--- src/rtl/etc_pkg.sv ---
// Shared definitions for the early-termination controller.
// Assumes exactly two interleaved frame slots.
package etc_pkg;
    localparam int NUM_SLOTS = 2;

    typedef enum logic {
        SLOT_EVEN = 1'b0,
        SLOT_ODD  = 1'b1
    } slot_e;
endpackage

--- src/rtl/etc_or_tree.sv ---
// Wide OR reduction built as a balanced binary tree in heap order.
// Unused leaves (when WIDTH is not a power of two) are tied to zero.
// Assumes WIDTH >= 1; purely combinational.
module etc_or_tree #(
    parameter int WIDTH = 176
) (
    input  logic [WIDTH-1:0] din,
    output logic             any
);
    localparam int LVLS   = (WIDTH > 1) ? $clog2(WIDTH) : 0;
    localparam int LEAVES = 1 << LVLS;

    logic [2*LEAVES-1:1] node;

    // leaves: real inputs, then zero padding
    for (genvar j = 0; j < LEAVES; j++) begin : g_leaf
        if (j < WIDTH) begin : g_real
            assign node[LEAVES+j] = din[j];
        end else begin : g_pad
            assign node[LEAVES+j] = 1'b0;
        end
    end

    // internal nodes: each is the OR of its two children
    for (genvar i = 1; i < LEAVES; i++) begin : g_node
        assign node[i] = node[2*i] | node[2*i+1];
    end

    assign any = node[1];
endmodule

--- src/rtl/etc_slot_ctl.sv ---
// Termination state of one interleaved frame slot: iteration count and
// converged flag. The slot is active while not converged and the budget
// is not spent. Reset leaves the slot idle (budget spent, not converged).
// Assumes 'sample' is high only on the edge ending this slot's check phase.
module etc_slot_ctl #(
    parameter int MAX_ITER = 15,
    parameter int IT_W     = $clog2(MAX_ITER + 1)
) (
    input  logic clk,
    input  logic rst_n,
    input  logic clear,
    input  logic sample,
    input  logic par_any,
    output logic active,
    output logic term,
    output logic term_conv
);
    localparam logic [IT_W-1:0] BUDGET = IT_W'(MAX_ITER);

    logic [IT_W-1:0] iter_q;
    logic            conv_q;
    logic [IT_W-1:0] iter_nx;
    logic            step;

    assign active    = !conv_q && (iter_q != BUDGET);
    assign step      = sample && active && !clear;
    assign iter_nx   = iter_q + 1'b1;
    assign term      = step && (!par_any || (iter_nx == BUDGET));
    assign term_conv = step && !par_any;

    // iteration count and converged flag; restart has priority over a step
    always_ff @(posedge clk) begin
        if (!rst_n) begin
            iter_q <= BUDGET;
            conv_q <= 1'b0;
        end else if (clear) begin
            iter_q <= '0;
            conv_q <= 1'b0;
        end else if (step) begin
            iter_q <= iter_nx;
            if (!par_any) begin
                conv_q <= 1'b1;
            end
        end
    end
endmodule

--- src/rtl/etc_ctrl.sv ---
// Early-termination controller for a two-frame interleaved decoder.
// ORs all check parity flags, samples the result at the end of each check
// phase for the slot in the check units, holds per-slot termination state,
// and drives the check/variable unit enables and a hard-decision request.
// Assumes the sequencer supplies cyc_idx and chk_slot; PHASE_CYC >= 2.
module etc_ctrl
    import etc_pkg::*;
#(
    parameter int NUM_CHK   = 176,
    parameter int MAX_ITER  = 15,
    parameter int PHASE_CYC = 4,
    parameter int PH_W      = $clog2(PHASE_CYC)
) (
    input  logic               clk,
    input  logic               rst_n,
    input  logic               frame_start,
    input  logic               frame_slot,
    input  logic [NUM_CHK-1:0] chk_par,
    input  logic [PH_W-1:0]    cyc_idx,
    input  logic               chk_slot,
    output logic               chk_en,
    output logic               var_en,
    output logic               hd_req,
    output logic               hd_slot,
    output logic               hd_conv
);
    localparam int IT_W = $clog2(MAX_ITER + 1);
    localparam logic [PH_W-1:0] LAST_CYC = PH_W'(PHASE_CYC - 1);

    logic                 par_any;
    logic                 phase_end;
    logic [NUM_SLOTS-1:0] active;
    logic [NUM_SLOTS-1:0] term;
    logic [NUM_SLOTS-1:0] term_conv;

    etc_or_tree #(.WIDTH(NUM_CHK)) u_or (
        .din (chk_par),
        .any (par_any)
    );

    assign phase_end = (cyc_idx == LAST_CYC);

    for (genvar s = 0; s < NUM_SLOTS; s++) begin : g_slot
        etc_slot_ctl #(.MAX_ITER(MAX_ITER), .IT_W(IT_W)) u_slot (
            .clk       (clk),
            .rst_n     (rst_n),
            .clear     (frame_start && (frame_slot == 1'(s))),
            .sample    (phase_end && (chk_slot == 1'(s))),
            .par_any   (par_any),
            .active    (active[s]),
            .term      (term[s]),
            .term_conv (term_conv[s])
        );
    end

    assign chk_en = active[chk_slot];
    assign var_en = active[~chk_slot];

    // hard-decision request, one cycle after a slot stops
    always_ff @(posedge clk) begin
        if (!rst_n) begin
            hd_req  <= 1'b0;
            hd_slot <= SLOT_EVEN;
            hd_conv <= 1'b0;
        end else begin
            hd_req  <= |term;
            hd_slot <= term[SLOT_ODD];
            hd_conv <= |term_conv;
        end
    end
endmodule

--- config.mk ---
export PLATFORM = sky130hd
export DESIGN_NAME = etc_ctrl
export DESIGN_NICKNAME = d
export VERILOG_FILES = /design/src/rtl/etc_pkg.sv /design/src/rtl/etc_or_tree.sv /design/src/rtl/etc_slot_ctl.sv /design/src/rtl/etc_ctrl.sv
export SDC_FILE = /design/constraint.sdc
export NUM_CORES = 1
export LEC_CHECK = 0
export BUFFER_PORTS_ARGS = -buffer_cell sky130_fd_sc_hd__buf_2
export CAP_MARGIN = 15
export CORE_AREA = 2 2 72 74
export CTS_BUF_LIST = sky130_fd_sc_hd__clkbuf_4
export DETAILED_ROUTE_END_ITERATION = 7
export DIE_AREA = 0 0 74 76
export GPL_TIMING_DRIVEN = 0
export HOLD_SLACK_MARGIN = 0.03
export PLACE_DENSITY = 0.73
export SLEW_MARGIN = 20
export SYNTH_ARGS = -nofsm -noshare
export SYNTH_HDL_FRONTEND = slang
export SYNTH_SLANG_ARGS = --single-unit
--- constraint.sdc ---
create_clock -name clk -period 1.94 [get_ports clk]
set_input_delay 0.291 -clock clk [delete_from_list [all_inputs] [get_ports clk]]
set_output_delay 0.291 -clock clk [all_outputs]
set_load 0.01 [all_outputs]
# Word-level counts from Yosys, hierarchy flattened
# Cells that the tools add are included.
word_totals:
  register_bits: 13
  input_bits: 183
  output_inout_bits: 5
  word_cells: 232
op_classes:
  addsub: 2
  magnitude_cmp: 2
  n_eq_ne: 5
  mux: 8
  n_bitwise: 179
  n_reduce_logical: 29
op_table:
  columns: ["operator", "n"]
  rows:
  - ["1-bit bitwise OR", 175]
  - ["4-bit 2-to-1 mux", 4]
  - ["1-bit logical AND", 14]
  - ["4-bit by 1-bit adder with 4-bit output (second input constant)", 2]
  - ["4-bit equality test (second input constant)", 2]
  - ["4-bit != test (second input constant)", 2]
  - ["2-bit OR reduction", 4]
  - ["1-bit zero test", 5]
  - ["1-bit by 2-bit less-than comparator with 1-bit output (second input constant)", 2]
  - ["1-bit 2-to-1 mux", 4]
  - ["1-bit NOT", 4]
  - ["2-bit AND reduction", 2]
  - ["2-bit nonzero test", 2]
  - ["2-bit equality test (second input constant)", 1]
  - ["1-bit logical OR", 2]

# Logic depth before layout (Yosys ltp)
# Gate-level depths: netlist of the first run.
logic_depth:
  depth_word: 12
  depth_mapped: 6
  mapped_depth_nobuf: 6

# Hierarchy
# Synthesis of the first run repeated with hierarchy kept, for this count alone.
hier_totals:
  hier_cells: 149
  area_unflattened_um2: 1183.6
modules_own_cells:
  columns: ["mod", "instances", "cells_per_inst", "area_per_inst_um2", "seq_area_each_um2"]
  rows:
  - ["etc_slot_ctl", 2, 39, 332.8, 100.1]
  - ["etc_or_tree", 1, 59, 379.1, 0.0]
  - ["etc_ctrl", 1, 12, 138.9, 60.1]

# Worst setup path after synthesis of the first run
# OpenSTA, ideal clock, no wires.
synth_timing:
  kind: "reg2reg"
  startpoint: "register g_slot[0].u_slot.iter_q[0]"
  endpoint: "register g_slot[0].u_slot.iter_q[3]"
  setup_ns: 0.128
  arrival_ns: 1.567
  required_time_ns: 1.812
  setup_slack_ns: 0.245
  stages_incl_launch_ff: 7
  path_buffers: 0
  synth_period_minus_slack_ns: 1.695
  path_cell_list: "dfxtp_1 ha_1 a31o_1 or3_1 or2_1 xor2_1 o21ai_1"
synth_via:
  elab_chain_cells: 5
  word_cells_on_any_way: 8
  classes_between: "add/sub: 1; eq/ne: 1; mux: 2; reduce/logical: 4"
synth_lines:
  columns: ["element", "line_no", "source"]
  rows:
  - ["start: declaration", "etc_slot_ctl.sv:20", "logic [IT_W-1:0] iter_q;"]
  - ["start signal: assignment", "etc_slot_ctl.sv:40", "iter_q <= iter_nx;"]
  - ["branches (longest 5 deep; another with 4-bit by 1-bit adder with 4-bit output)", null, null]
# Several ways; the timed one is not identified. The select of a mux whose other input is x is not followed.
# A chain may end at the register's enable or synchronous reset.

# Worst setup path in the final report of the first run
layout_timing:
  startpoint: "register g_slot[1].u_slot.iter_q[0]"
  endpoint: "output port chk_en"
layout_via:
  elab_chain_cells: 4
layout_lines:
  columns: ["element", "line_no", "source"]
  rows:
  - ["start: declaration", "etc_slot_ctl.sv:20", null]
  - ["start signal: assignment", "etc_slot_ctl.sv:40", null]
  - ["4-bit != test", "etc_slot_ctl.sv:25", "assign active = !conv_q && (iter_q != BUDGET);"]
  - ["1-bit logical AND", "etc_slot_ctl.sv:25", null]
  - ["1-bit 2-to-1 mux (not written as such) (2 in a row)", "etc_ctrl.sv:56", "assign chk_en = active[chk_slot];"]
  - ["end: declaration", "etc_ctrl.sv:21", "output logic chk_en,"]
# No other way between the ends. The select of a mux whose other input is x is not followed.

==> results summary, run 1 <==
The run finished with clean final reports. The floorplan has 26 rows. Dividing total power by cell area gives a power density of 378 mW/mm^2. The sum of overflow across all layers after global routing is 0. The most frequent standard cell in the layout excluding fill and tap cells is sky130_fd_sc_hd__buf_2. The total length of routed wires is 5.39 mm. The max-capacitance violation count came out at 0. The worst setup path is of the reg -> out kind. In the synthesized netlist the dominant register cell turns out to be sky130_fd_sc_hd__dfxtp_1.

The endpoint arrival time on the critical path came out at 1520 ps. The worst path required time is 1650 ps. The area of the mapped netlist is 0.00106 sq mm. In this run the static leakage power is 1.04 nW.

The post-route non-filler standard cell count is 403. The aggregate global-route resource usage is 0.179. The area growth from synthesis to layout is 100%. The type of element launching the critical path is a flip-flop.

The root buffer cell chosen for the clock tree is sky130_fd_sc_hd__clkbuf_4. From left edge to right edge, the die measures 74 microns. The count of final max-slew check failures is 0. The area of the core came out at 0.00491 sq mm.

During I/O placement, the number of pins put on the boundary was 188. The total iterations of the first detailed-routing run came out at 4. The tightest min-delay check is of the in -> reg type. The deepest clock path buffer count came out at 2. The number of buffers inserted to repair setup after CTS is 0. The average wire per standard cell is 13.4 microns. Setup repair after global routing left no endpoint under its margin. The number of placed instances, taps included, is 397. The synthesized area per cell came out at 7.54 sq um. After the first detailed-routing iteration, the DRC count stood at 37.

The share of flip-flops with an asynchronous set or reset came out at 0. The worst setup path is captured at an output pin. The first global-routing pass estimated 7.82 mm of wire.

The HPWL after detailed placement is 4.92 mm. Of the synthesized area, sequential elements account for 0.246. TritonCTS built the clock tree.

The share of cells above drive strength 1 came out at 0.580. In this run, synthesis inferred 0 flip-flops with an integrated enable. After detailed routing, the number of remaining DRC violations is 0. The effective utilization at floorplan is 0.215. The number of distinct library cell variants in the gate-level netlist after synthesis is 31.

Adding up every negative setup slack in the final design gives 0 ps. The congestion estimate from routability-driven global placement came to 0.893. The count of nets left with antenna violations after detail routing came out at 0. The final clock skew came out at 8.23 ps. The clock latency on the worst-skew pair came out at 270 ps. In the layout the commonest cells are 187 x sky130_fd_sc_hd__buf_2, 46 x sky130_fd_sc_hd__nor4_1, 13 x sky130_fd_sc_hd__nand4_1, 13 x sky130_fd_sc_hd__dfxtp_1, 11 x sky130_fd_sc_hd__o21ai_0. OpenSTA, run right after detailed placement, puts the worst setup slack at -56.6 ps.

The number of endpoints with negative hold slack in the final report came out at 0. The final critical-path setup slack came out at 132 ps. The count of port buffers added during placement is 187.

The normalized max-slew margin came out at 0.676. The maximum number of pins on one net before global-route repair is 11. The number of buffers inserted during clock tree synthesis came out at 3.

Along the worst path, the maximum fanout reaches 5. The reg-to-reg setup timing slack is 150 ps. The number of nets produced by synthesis is 327. The total power came out at 0.000799 W. The via count of the first global-routing pass came to 1768. The worst vdd rail ir drop came out at 240 uV. The initial antenna violation count is 2. The die area came out at 0.00562 sq mm. Counting every instance in the synthesized netlist gives 140. The via count is 1942. The die outline height came out at 76 microns. The clock sink total came out at 13. The number of levels the H-tree was split into is 1. For this run, the post-layout net count is 519.

The clock transition at the register clock pins on the worst setup and hold paths after CTS came out at 70 ps. The worst hold margin came out at 323 ps. The synthesis-stage register bit count is 13. The detail-routed via count per cell came out at 4.82. The post-route fraction of the period consumed by the critical path is 0.932.

The setup violation total in the final timing report is 0. The fmax came out at 0.553 GHz. The total of warnings raised by yosys is 0. Counting the fill cells in the layout gives 498. The actual slew at the worst max-slew pin came out at 482 ps. After layout, the minimum clock period comes to 1810 ps.
-- cell families (layout without fill, tap and decap cells) --
| family | after synthesis | after routing | synth area share |
|---|---|---|---|
| other cells | 0 | 2 | 0 |
| xor+xnor | 8 | 8 | 0.0664 |
| compound gates | 23 | 23 | 0.129 |
| fa+ha+maj | 4 | 4 | 0.0474 |
| flops | 13 | 13 | 0.246 |
| simple gates | 88 | 88 | 0.496 |
| buf+inv | 4 | 195 | 0.0142 |
-- final timing paths --
| path | from | to | cells past startpoint |
|---|---|---|---|
| hold / removal | rst_n | hd_slot | 3 |
| setup reg to reg | g_slot[0].u_slot.iter_q[0] | g_slot[0].u_slot.iter_q[3] | 6 |
| hold reg to reg | g_slot[1].u_slot.conv_q | g_slot[1].u_slot.conv_q | 2 |
| setup / recovery | g_slot[1].u_slot.iter_q[0] | chk_en | 5 |
-- synthesized netlist by cell type, drive strengths merged, types with 2 or more instances --
cell type | number | area (sq um)
xnor2 | 5 | 43.8
inv | 3 | 11.3
ha | 4 | 50.1
nand3 | 5 | 25.0
nand4 | 13 | 81.3
dfxtp | 13 | 260
nor3 | 3 | 20.0
o211ai | 3 | 22.5
nor3b | 2 | 15.0
nor4 | 46 | 288
o21ai | 13 | 65.1
nor2 | 4 | 15.0
xor2 | 3 | 26.3
nand2 | 7 | 26.3
a21oi | 2 | 10.0
-- stage by stage --
stage / area, sq um / utilization
finish: 2110 / 0.430
global route: 2110 / 0.430
CTS: 2110 / 0.429
detailed placement: 2080 / 0.423
global placement: 2080 / 0.423
floorplan: 1060 / -
-- sequential cells by signal, summed over array words and instances, names as in the netlist --
register,count
g_slot.u_slot.conv_q,2
g_slot.u_slot.iter_q,8
hd_conv,1
hd_req,1
hd_slot,1
-- report_power, final --
part	switching, W	total [W]	internal [W]	leakage, nW
sequential	0.0000193	0.000302	0.000282	0.107
combinational	0.000127	0.000316	0.000190	0.918
clock	0.0000875	0.000181	0.0000936	0.0184
total	0.000233	0.000799	0.000566	1.04
-- cell type report --
cell class / count / area (sq um) / area share
antenna: 2 / 5.00 / 0.00237
buffer: 1 / 3.75 / 0.00178
clock buffer: 4 / 30.0 / 0.0142
inverter: 3 / 11.3 / 0.00533
multi-input combinational: 123 / 781 / 0.369
sequential: 13 / 260 / 0.123
tap: 70 / 87.6 / 0.0414
timing repair buffer: 187 / 936 / 0.443
-- layer usage --
metal  wire length, microns  global-route usage  vias to the layer above
met5                      0                   0                        -
met4                     29              0.0509                        0
met2                   2630               0.316                      124
met3                    675              0.0463                        8
li1                       -                   -                      966
met1                   2050               0.207                      844
-- critical path: stages (launching register included) --
cell	delay (ps)
sky130_fd_sc_hd__dfxtp_1	360
sky130_fd_sc_hd__ha_1	260
sky130_fd_sc_hd__a31oi_1	330
sky130_fd_sc_hd__nand2_1	80
sky130_fd_sc_hd__o21ai_0	70
sky130_fd_sc_hd__buf_2	150
-- repair_timing --
item / 4_1_cts / 5_1_grt
endpoints found under the setup margin: 0 / 4
endpoints found under the hold margin: 0 / 0
hold buffers: 0 / 0
resized for setup: 0 / 1
Note: power is estimated with default switching activity, not from simulation.
==> run 2: changes to the inputs <==
--- a/config.mk
+++ b/config.mk
@@ -7,14 +7,15 @@
 export LEC_CHECK = 0
 export BUFFER_PORTS_ARGS = -buffer_cell sky130_fd_sc_hd__buf_2
 export CAP_MARGIN = 15
-export CORE_AREA = 2 2 72 74
+export CORE_AREA = 2 2 73 75
 export CTS_BUF_LIST = sky130_fd_sc_hd__clkbuf_4
 export DETAILED_ROUTE_END_ITERATION = 7
-export DIE_AREA = 0 0 74 76
+export DIE_AREA = 0 0 75 77
 export GPL_TIMING_DRIVEN = 0
 export HOLD_SLACK_MARGIN = 0.03
-export PLACE_DENSITY = 0.73
+export PLACE_DENSITY = 0.74
 export SLEW_MARGIN = 20
 export SYNTH_ARGS = -nofsm -noshare
 export SYNTH_HDL_FRONTEND = slang
+export SYNTH_HIERARCHICAL = 1
 export SYNTH_SLANG_ARGS = --single-unit
==> run 2 against run 1 <==
- die area rose by 2.7%
- hold slack got worse by 1.2 ps
- register-to-register slack improved by 280 ps
- maximum frequency fell by 2.9%
- largest power group unchanged
==> results summary, run 2 <==
The flow ran to the end, and the final reports show no timing, DRC or antenna violations. The setup violation total in the final timing report is 0. The clock arrives with 1.71 ps of skew. The number of distinct library cell variants in the gate-level netlist after synthesis is 34. Ranked by instance count, the synthesized netlist is headed by 44 x sky130_fd_sc_hd__nor4_1, 13 x sky130_fd_sc_hd__dfxtp_1, 11 x sky130_fd_sc_hd__nand4_1. The worst path required time is 1650 ps.

The actual slew at the worst max-slew pin is 398 ps. By area the synthesized netlist is led by sky130_fd_sc_hd__nor4_1 23%, sky130_fd_sc_hd__dfxtp_1 22%, sky130_fd_sc_hd__nand4_1 5.8%. After clock tree synthesis, the clock-pin slew on the worst setup and hold paths is 80 ps. The critical-path maximum fanout is 7. In this run the static leakage power is 1.13 nW.

The die outline height is 77 microns. The horizontal die dimension came out at 75 microns. In this run the clock root is driven by a sky130_fd_sc_hd__clkbuf_4. The maximum number of pins on one net before global-route repair came out at 14. The area of the core is 0.00498 sq mm. The area of the mapped netlist is 0.00118 sq mm.

The average wire per standard cell is 14.1 microns. The routed layout has 2052 vias. The count of final max-slew check failures came out at 0. After global routing the overflow that remains totals 0. In the layout the commonest cells are 189 x sky130_fd_sc_hd__buf_2, 40 x sky130_fd_sc_hd__nor4_1, 11 x sky130_fd_sc_hd__dfxtp_1, 11 x sky130_fd_sc_hd__nand4_1. The final-stage net count is 530. The detailed-placement wirelength estimate came out at 5.16 mm.

For this design the top-level I/O count stands at 188. The largest area contributor in the synthesized netlist is sky130_fd_sc_hd__nor4_1. TritonCTS built the clock tree. The via count of the first global-routing pass was 1894. In the routed design, unresolved DRC markers number 0. More flip-flops sit in one register than any other, and that register is g_slot.u_slot/iter_q. The number of nets produced by synthesis is 336. The sum of buffers and inverters on the critical path is 1. The endpoint arrival time on the critical path is 1570 ps. The initial antenna violation count was 0.

The number of endpoints with negative hold slack in the final report is 0. The signed area change from the synthesized netlist to the final layout came out at 95.5%. The largest stage delay on the critical path is 460 ps. The global placement routability congestion came out at 0.867.

The library cell used most frequently in the layout, excluding fill and tap cells, is sky130_fd_sc_hd__buf_2. The register with the most flip-flops in the layout has 8 of them. The max-capacitance violation count came out at 0. The number of antenna diodes in the final layout is 0. The share of cells above drive strength 1 is 0.623. The slowest stage of the critical path is the sky130_fd_sc_hd__dfxtp_1 cell.

In this run, the number of DRC markers left after iteration 0 of detailed routing was 175. The share of synthesized area in the top cell type comes to 0.233. The total length of routed wires is 5.82 mm. For this run, the leading register cell type out of synthesis is sky130_fd_sc_hd__dfxtp_1. The first-pass GRT wire length came out at 8.52 mm.

Among all cell types in the netlist, the one instantiated most often is sky130_fd_sc_hd__nor4_1. Fill cells in the final layout number 490. Setup repair after global routing left no endpoint under its margin. In this run the cell area measured after placement is 0.00221 sq mm.

The clock reaches the later pin of the worst-skew pair after 270 ps. Counting every sink on the clock net gives 13. Traced cell by cell, the critical path runs through ha_2 > a31oi_1 > mux2_4 > buf_2. The total non-filler cell area in the finished layout is 0.00231 sq mm. The detail-routed via count per cell is 4.98. The share of flip-flops with an asynchronous set or reset came out at 0. The total of warnings raised by yosys is 6. Measured against its own limit, the worst slew margin works out to 0.735.

The synthesized design contains 13 register bits. The largest registers in the layout are g_slot.u_slot/iter_q: 8 flops, g_slot.u_slot/conv_q: 2 flops. Based on the critical path, the design can be clocked at up to 0.537 GHz.

The die covers 0.00578 sq mm. The number of hold buffers added after CTS was 0. The post-route fraction of the period consumed by the critical path came out at 0.960. The worst vdd rail ir drop came out at 187 uV.

The total power is 0.000834 W. The kind of path behind the tightest hold check is in -> reg. In this run the power density over the cells is 361 mW/mm^2.

The synthesized area per cell is 7.94 sq um. The floorplan row count is 26. In this run the tool buffered the top-level ports with 187 buffer cells. The deepest clock path buffer count came out at 2. The count of nets left with antenna violations after detail routing came out at 0. Synthesis produced 149 cells. Subtracting the final worst setup slack from the clock period gives 1860 ps. The number of flops mapped to enable cells by yosys came out at 0. Broken down by cell family, the worst path's largest delay share belongs to flip-flops. For this configuration, the core starts out at a cell density of 0.238.

The post-synthesis sequential area ratio came out at 0.220. The critical path endpoint category is an output pin. STA classifies the critical path startpoint as a flip-flop. The number of levels the H-tree was split into is 1.

The critical path in this run is classified as reg -> out. TritonCTS created 3 clock buffers. The total iterations of the first detailed-routing run is 4. In the global route stage, overall resource usage came out at 0.188.
## run 2: power by group
group / total (W) / leakage [nW] / switching, W / internal (W)
sequential: 0.000308 / 0.106 / 0.0000265 / 0.000282
clock: 0.000180 / 0.0184 / 0.0000870 / 0.0000935
combinational: 0.000345 / 1.01 / 0.000143 / 0.000203
## run 2: worst paths after layout
check        cells after the start                         end  slack (ps)                       start
max reg2reg                      5                     hd_conv         430  g_slot[1].u_slot/iter_q[1]
max                              4                      var_en          80  g_slot[1].u_slot/iter_q[1]
min                              2  g_slot[1].u_slot/iter_q[2]         320                       rst_n
min reg2reg                      2     g_slot[0].u_slot/conv_q         570     g_slot[0].u_slot/conv_q
## run 2: cells by family after synthesis
group / count (synthesis) / synth area share
simple gates: 92 / 0.503
compound gates: 28 / 0.175
flops: 13 / 0.220
buf+inv: 10 / 0.0338
fa+ha+maj: 4 / 0.0423
mux: 2 / 0.0254
## run 2: area by class of cell
type                            count  area, sq um  share of cell area
Buffer                              4         17.5             0.00757
Inverter                            6         22.5             0.00973
Tap cell                           70         87.6              0.0379
Multi-Input combinational cell    126          942               0.407
Clock buffer                        4         30.0              0.0130
Sequential cell                    13          263               0.114
Timing Repair Buffer              189          951               0.411
## run 2: timing repair
| item | in CTS | in global routing |
|---|---|---|
| gates resized for setup | 3 | 9 |
| buffers inserted | 2 | 0 |
| pin swaps | 1 | 1 |
| hold endpoints to repair | 0 | 0 |
| endpoints found under the setup margin | 5 | 7 |
## run 2: through the flow
stage	TNS, ps	setup WS (ps)	util	instances	hold WS [ps]
after CTS	0	31.0	0.456	412	311
after detailed placement	-2150	-513	0.443	406	567
after floorplan	0	358	-	149	362
after global routing	0	2.34	0.465	412	327
final	0	78.4	0.465	412	322
after global placement	-2250	-543	0.443	406	548
## run 2: worst reg2reg max path: stages, from the launching register on
cell and delay, ps:
sky130_fd_sc_hd__dfxtp_1 460, sky130_fd_sc_hd__ha_2 280, sky130_fd_sc_hd__nand3_1 220, sky130_fd_sc_hd__nand2_1 190, sky130_fd_sc_hd__nor3_1 70, sky130_fd_sc_hd__o21a_1 200
## run 2: per-layer routing
| metal | up-vias | global-route usage | routed length [microns] |
|---|---|---|---|
| li1 | 1028 | - | - |
| met1 | 915 | 0.262 | 2570 |
| met2 | 105 | 0.309 | 2790 |
| met3 | 4 | 0.0158 | 410 |
| met4 | 0 | 0.0446 | 48 |
| met5 | - | 0 | 0 |
